File: config.mk
export PLATFORM = sky130hd
export DESIGN_NAME = fb_line_addr_gen
export DESIGN_NICKNAME = d
export VERILOG_FILES = /design/src/rtl/fbag_pkg.sv /design/src/rtl/fbag_rst_sync.sv /design/src/rtl/fbag_line_base.sv /design/src/rtl/fbag_burst.sv /design/src/rtl/fb_line_addr_gen.sv
export SDC_FILE = /design/constraint.sdc
export NUM_CORES = 1
export LEC_CHECK = 0
export BUFFER_PORTS_ARGS = -buffer_cell sky130_fd_sc_hd__buf_2
export CELL_PAD_IN_SITES_DETAIL_PLACEMENT = 1
export CELL_PAD_IN_SITES_GLOBAL_PLACEMENT = 1
export CORE_ASPECT_RATIO = 1.75
export CORE_MARGIN = 2
export CORE_UTILIZATION = 43
export DETAILED_ROUTE_END_ITERATION = 10
export PLACE_DENSITY_LB_ADDON = 0.1
export SLEW_MARGIN = 20
export SYNTH_ARGS = -nofsm -noshare
export SYNTH_HDL_FRONTEND = slang
export SYNTH_HIERARCHICAL = 1
export SYNTH_SLANG_ARGS = --single-unit
File: constraint.sdc
create_clock -name clk -period 2.6 [get_ports clk]
set_input_delay 0.52 -clock clk [delete_from_list [all_inputs] [get_ports clk]]
set_output_delay 0.52 -clock clk [all_outputs]
set_load 0.005 [all_outputs]
File: src/rtl/fbag_pkg.sv
package fbag_pkg;
  localparam int unsigned WORD_SHIFT = 3;

  typedef enum logic {
    FB_IDLE = 1'b0,
    FB_RUN  = 1'b1
  } fbag_state_e;
endpackage

File: src/rtl/fbag_rst_sync.sv
module fbag_rst_sync #(
  parameter int unsigned STAGES = 2
) (
  input  logic clk,
  input  logic rst_n,
  output logic rst_n_sync
);
  logic [STAGES-1:0] sync_q;

  always_ff @(posedge clk or negedge rst_n) begin
    if (!rst_n) sync_q <= '0;
    else        sync_q <= {sync_q[STAGES-2:0], 1'b1};
  end

  assign rst_n_sync = sync_q[STAGES-1];
endmodule

File: src/rtl/fbag_line_base.sv
module fbag_line_base
  import fbag_pkg::*;
#(
  parameter int unsigned ADDR_W  = 32,
  parameter int unsigned PITCH_W = 16
) (
  input  logic               clk,
  input  logic               rst_n,
  input  logic               frame_start,
  input  logic [ADDR_W-1:0]  start_ofs,
  input  logic               line_take,
  input  logic [PITCH_W-1:0] pitch,
  output logic [ADDR_W-1:0]  line_addr,
  output logic [ADDR_W-1:0]  line_base
);
  logic [ADDR_W-1:0] base_q, base_nxt, ofs_aligned, step;
  logic              base_en;

  assign ofs_aligned = {start_ofs[ADDR_W-1:WORD_SHIFT], {WORD_SHIFT{1'b0}}};
  assign step        = ADDR_W'({pitch, {WORD_SHIFT{1'b0}}});

  // base used by a line starting this cycle (a frame strobe wins)
  assign line_addr = frame_start ? ofs_aligned : base_q;

  always_comb begin
    base_en  = frame_start | line_take;
    base_nxt = base_q;
    if (line_take)        base_nxt = line_addr + step;
    else if (frame_start) base_nxt = ofs_aligned;
  end

  always_ff @(posedge clk or negedge rst_n) begin
    if (!rst_n)       base_q <= '0;
    else if (base_en) base_q <= base_nxt;
  end

  assign line_base = base_q;

  a_r2_frame_load: assert property (@(posedge clk) disable iff (!rst_n)
    (frame_start && !line_take) |=>
      line_base == {$past(start_ofs[ADDR_W-1:WORD_SHIFT]), {WORD_SHIFT{1'b0}}});

  a_r4_base_step: assert property (@(posedge clk) disable iff (!rst_n)
    (line_take && !frame_start) |=>
      line_base == $past(line_base) + ADDR_W'({$past(pitch), {WORD_SHIFT{1'b0}}}));

  a_r4_base_hold: assert property (@(posedge clk) disable iff (!rst_n)
    (!line_take && !frame_start) |=> $stable(line_base));
endmodule

File: src/rtl/fbag_burst.sv
module fbag_burst
  import fbag_pkg::*;
#(
  parameter int unsigned ADDR_W = 32,
  parameter int unsigned LEN_W  = 12
) (
  input  logic              clk,
  input  logic              rst_n,
  input  logic              line_go,
  input  logic [ADDR_W-1:0] line_addr,
  input  logic [LEN_W-1:0]  line_len,
  input  logic              fetch_en,
  input  logic              req_ready,
  output logic              req_valid,
  output logic [ADDR_W-1:0] req_addr,
  output logic              busy
);
  localparam logic [ADDR_W-1:0] WORD_BYTES = ADDR_W'(1 << WORD_SHIFT);

  fbag_state_e       state_q, state_nxt;
  logic [ADDR_W-1:0] cur_q, cur_nxt;
  logic [LEN_W-1:0]  left_q, left_nxt;
  logic              xfer, upd;

  assign xfer = (state_q == FB_RUN) && req_ready;

  always_comb begin
    state_nxt = state_q;
    cur_nxt   = cur_q;
    left_nxt  = left_q;
    upd       = 1'b0;
    case (state_q)
      FB_IDLE: begin
        if (line_go && (line_len != '0)) begin
          upd       = 1'b1;
          state_nxt = FB_RUN;
          cur_nxt   = line_addr;
          left_nxt  = line_len;
        end
      end
      FB_RUN: begin
        if (xfer) begin
          upd      = 1'b1;
          cur_nxt  = cur_q + WORD_BYTES;
          left_nxt = left_q - 1'b1;
          if ((left_q == LEN_W'(1)) || !fetch_en) state_nxt = FB_IDLE;
        end
      end
      default: begin
        upd       = 1'b1;
        state_nxt = FB_IDLE;
      end
    endcase
  end

  always_ff @(posedge clk or negedge rst_n) begin
    if (!rst_n) begin
      state_q <= FB_IDLE;
      cur_q   <= '0;
      left_q  <= '0;
    end else if (upd) begin
      state_q <= state_nxt;
      cur_q   <= cur_nxt;
      left_q  <= left_nxt;
    end
  end

  assign req_valid = (state_q == FB_RUN);
  assign req_addr  = cur_q;
  assign busy      = (state_q == FB_RUN);

  a_r5_stall_hold: assert property (@(posedge clk) disable iff (!rst_n)
    (req_valid && !req_ready) |=> (req_valid && $stable(req_addr)));

  a_r3_addr_step: assert property (@(posedge clk) disable iff (!rst_n)
    (req_valid && req_ready && fetch_en && left_q > LEN_W'(1)) |=>
      (req_valid && req_addr == $past(req_addr) + WORD_BYTES));

  a_r3_left_live: assert property (@(posedge clk) disable iff (!rst_n)
    req_valid |-> (left_q != '0));

  a_r7_stop_after: assert property (@(posedge clk) disable iff (!rst_n)
    (req_valid && req_ready && !fetch_en) |=> !req_valid);

  a_r12_aligned: assert property (@(posedge clk) disable iff (!rst_n)
    req_valid |-> (req_addr[WORD_SHIFT-1:0] == '0));
endmodule

File: src/rtl/fb_line_addr_gen.sv
module fb_line_addr_gen
  import fbag_pkg::*;
#(
  parameter int unsigned ADDR_W  = 32,
  parameter int unsigned PITCH_W = 16,
  parameter int unsigned LEN_W   = 12
) (
  input  logic               clk,
  input  logic               rst_n,
  input  logic               fetch_en,
  input  logic [ADDR_W-1:0]  start_ofs,
  input  logic [PITCH_W-1:0] pitch,
  input  logic [LEN_W-1:0]   line_len,
  input  logic               frame_start,
  input  logic               line_start,
  output logic               req_valid,
  input  logic               req_ready,
  output logic [ADDR_W-1:0]  req_addr
);
  logic              rst_n_int;
  logic              busy, line_take;
  logic [ADDR_W-1:0] line_addr, line_base;

  fbag_rst_sync #(.STAGES(2)) u_rst (
    .clk        (clk),
    .rst_n      (rst_n),
    .rst_n_sync (rst_n_int)
  );

  // a line is taken only when fetching is on and no burst is running
  assign line_take = line_start & fetch_en & ~busy;

  fbag_line_base #(.ADDR_W(ADDR_W), .PITCH_W(PITCH_W)) u_base (
    .clk         (clk),
    .rst_n       (rst_n_int),
    .frame_start (frame_start),
    .start_ofs   (start_ofs),
    .line_take   (line_take),
    .pitch       (pitch),
    .line_addr   (line_addr),
    .line_base   (line_base)
  );

  fbag_burst #(.ADDR_W(ADDR_W), .LEN_W(LEN_W)) u_burst (
    .clk       (clk),
    .rst_n     (rst_n_int),
    .line_go   (line_take),
    .line_addr (line_addr),
    .line_len  (line_len),
    .fetch_en  (fetch_en),
    .req_ready (req_ready),
    .req_valid (req_valid),
    .req_addr  (req_addr),
    .busy      (busy)
  );

  a_r6_disabled_quiet: assert property (@(posedge clk) disable iff (!rst_n_int)
    (!req_valid && !fetch_en) |=> !req_valid);

  a_r8_busy_no_advance: assert property (@(posedge clk) disable iff (!rst_n_int)
    (busy && !frame_start) |=> $stable(line_base));
endmodule

==> results.yml <==
status:
  status: "finished, violations left"
  failed_checks: "setup timing"
routing:
  via_count: 5540
  post_drt_wl_per_cell_um: 20.57
  drt_wl_total_um: 19170
  drt_pre_antenna_iters: 4
  dr.first_iter.drc_count: 270
  detail_route.vias_per_cell: 5.944
  antenna_violating_nets_post_route: 0
  drc: 0
yosys:
  proportion_of_synthesized_flip_flops_having_asynchronous_set_or_reset: 1.000
  ys.flop_type: "dfrtp_1"
  yosys-top-cells-area: "dfrtp_1 (36%), mux2_2 (6.1%), a21oi_1 (5.9%)"
  synthMostInstantiatedCell: "dfrtp_1"
  yosysSeqAreaShare: 0.3590
  syn-num-nets: 702
  synth-edff-count: 0
  netlist.area_leader.share: 0.3590
  synth.ff_latch_count: 79
  netlist_instances: 616
  synthDistinctLibCells: 72
  netlist_area_sq_um: 5507
  yosys_warnings: 6
  most_frequent_cells_after_synthesis: "dfrtp_1 (79), a21oi_1 (65), nand2_1 (62)"
  synth.avg_cell_area_sq_um: 8.939
  netlist.top_cell.by_area: "dfrtp_1"
cts:
  cts.reportedPaths.clkPinSlew_ps: 70
  ctsHtreeMaxLevel: 3
  cts_tree: "yes"
  tritoncts_num_sinks: 79
  insertion_delay_to_the_later_sink_of_the_worst_skew_pair_ps: 350
  tritoncts.num_buffers: 9
  clockBufferDepth: 2
  clockRootBuffer: "clkbuf_16"
power_and_ir_drop:
  power_switching_mw: 2.723
  ir_drop_uv: 410.2
  share_of_power_burned_in_combinational_logic: 0.456
  internal-power_mw: 3.757
  cellPowerDensity_nw_per_um2: 908.0
  fin_total_pwr_mw: 6.480
  switching_share: 0.4202
  power.leakage_nw: 3.129
  p_clk_frac: 0.201
  seq_power_share: 0.343
finish:
  multiInputGateArea_sq_um: 3460
  seqCellArea_sq_um: 1982
  drive_above_1_share: 0.3403
  final_core_utilization: 0.5710
  diodes: 0
  fillCellCount: 1482
  areaGrowthSynthToFinish_pct: 29.61
  final_nets: 845
timing:
  finalSetupTns_ps: -321.5
  maxClockFrequency_mhz: 372.5
  post-route-min-period_ps: 2684
  slew_violations: 0
  period_utilisation_layout: 1.032
  rsz0062_at_grt: "yes"
  final_hold_viol_count: 0
  max_slew.worst_pin.slew_ps: 848.5
  fin_skew_ps: 11.92
  finalSetupViolCount: 9
  setup_slack_of_the_critical_path_after_layout_ps: -84.23
  slew-limit-headroom: 0.4317
place:
  place_congestion: 0.8582
  portBuffers: 95
  detailedPlacementHpwl_um: 14060
global_routing:
  gr-usage-all-layers: 0.2822
  vias_in_the_first_global_route: 5929
  grt_start_max_net_pins: 43
  antenna_found_initial: 0
  gr-total-overflow: 0
  grt_first_pass_wirelength_um: 29970
die:
  fp.coreArea_sq_um: 12500
  horizontal_extent_of_the_die_um: 89.55
  top_level_ports: 99
  die-area_sq_um: 13760
  dieHeight_um: 153.7
  start_util: 0.4405
  core.rowCount: 54
worst_setup_path:
  timing.critical_path.to_type: "register"
  cell_type_group_with_the_largest_total_delay_on_the_critical_path: "compound AO/OA/AOI/OAI gates"
  critical-path-slowest-cell: "a311o_1"
  worst-path-buf-inv: 1
  timing.critical_path.cells: "buf_6, mux2_4, ha_4, fa_2, a21o_1, a311o_1, and4b_4, o21a_4, o211ai_1, xnor2_1"
  critical_path_arrival_ps: 2950
  start_kind: "input pin"
  peak_per_stage_delay_on_the_critical_path_ps: 360
  path_type_of_the_worst_setup_path: "input pin to register"
  worst-endpoint-required_ps: 2870
  worst-path-max-fanout: 7
job:
  timing.max_cap.violations: 0
min_path:
  hold_path.class: "register to async pin"
==> logic make-up after synthesis <==
logic type / share of synthesized area
fa+ha+maj: 0.04681
compound gates: 0.2249
mux: 0.08498
buf+inv: 0.04976
flops: 0.3590
other cells: 0.0006810
simple gates: 0.1956
xor+xnor: 0.03817
==> metal layers <==
| layer | part of all wire | up-vias | GRT usage |
|---|---|---|---|
| met5 | 0 | - | 0 |
| met4 | 0.027 | 0 | 0.1102 |
| met3 | 0.025 | 31 | 0.02362 |
| met2 | 0.57 | 126 | 0.5364 |
| met1 | 0.38 | 2803 | 0.3059 |
| li1 | - | 2580 | - |
==> flip-flops by register name (all words and copies together), names as in the netlist <==
register and count:
u_burst/busy 1, u_burst/left_q 12, u_rst/sync_q 2, u_base/line_base 32, u_burst/req_addr 32
==> power by group through the flow <==
stage	sequential, mW	clock [mW]	combinational, mW
2_1_floorplan	2.08	0	1.85
3_3_place_gp	2.19	0	2.74
3_5_place_dp	2.23	0	2.86
4_1_cts	2.22	1.33	2.90
5_1_grt	2.29	1.38	3.23
6_report	2.22	1.30	2.96
==> path summary, 6_finish.rpt <==
check,from,to,slack [ps],cells past startpoint
min in group clk,u_rst/sync_q[0]$_DFF_PN0_,u_rst/sync_q[1]$_DFF_PN0_,360,0
min reg2reg,u_rst/sync_q[1]$_DFF_PN0_,u_base/line_base[6]$_DFFE_PN0P_,330,0
max in group asynchronous,u_rst/sync_q[1]$_DFF_PN0_,u_base/line_base[15]$_DFFE_PN0P_,1640,1
max,frame_start,u_base/line_base[25]$_DFFE_PN0P_,-80,10
min,u_rst/sync_q[1]$_DFF_PN0_,u_base/line_base[6]$_DFFE_PN0P_,330,0
max reg2reg,u_base/line_base[3]$_DFFE_PN0P_,u_base/line_base[25]$_DFFE_PN0P_,-70,9
==> layout by cell type, fill, tap and decap left out, types with 3 or more instances in the layout <==
cell type  count
a211oi_1       5
a211oi_2       4
a21o_1        14
a21oi_1       62
a2bb2oi_1      5
a311oi_1       4
and2_1         3
and3_1         5
and4_1         4
buf_12         3
buf_2         94
buf_4         70
clkbuf_16     11
dfrtp_1       77
ha_1          13
ha_4           6
inv_1         13
mux2_2        27
mux2_4         3
mux2i_1       13
nand2_1       61
nand2b_1       7
nand3_1       21
nand3_2        3
nand4_1       14
nor2_1        35
nor2b_1       10
nor3_1        14
nor4_1         6
nor4_2         3
o211ai_1       8
o21a_1         4
o21ai_0       21
o21ai_1        5
o22ai_1       23
o2bb2a_1       3
xnor2_1       15
xor2_1         9
==> what timing repair did <==
item	CTS	global route
hold endpoints to repair	2	0
gates cloned	0	2
hold buffers	1	0
gates resized for setup	7	7
pin swaps	6	8
setup endpoints to repair	19	17
setup buffers	1	0
==> final cells by class <==
| cell class | count | share of cell area |
|---|---|---|
| Sequential cell | 79 | 0.2777 |
| Tap cell | 168 | 0.02945 |
| Multi-Input combinational cell | 484 | 0.4847 |
| Timing Repair Buffer | 172 | 0.1595 |
| Clock buffer | 10 | 0.03208 |
| Clock inverter | 6 | 0.009642 |
| Inverter | 13 | 0.006837 |
==> through the flow <==
step | worst slack [ps] | instances | hold WS [ps] | area [sq um]
floorplan | -437.4 | 616 | 224.4 | 5693
global placement | -476.3 | 912 | 304.8 | 6704
detailed placement | -526.0 | 912 | 306.9 | 6704
CTS | -56.41 | 930 | 348.4 | 7042
global route | -129.0 | 932 | 378.2 | 7137
finish | -84.23 | 932 | 327.8 | 7137
Power figures use the tool's default switching activity.
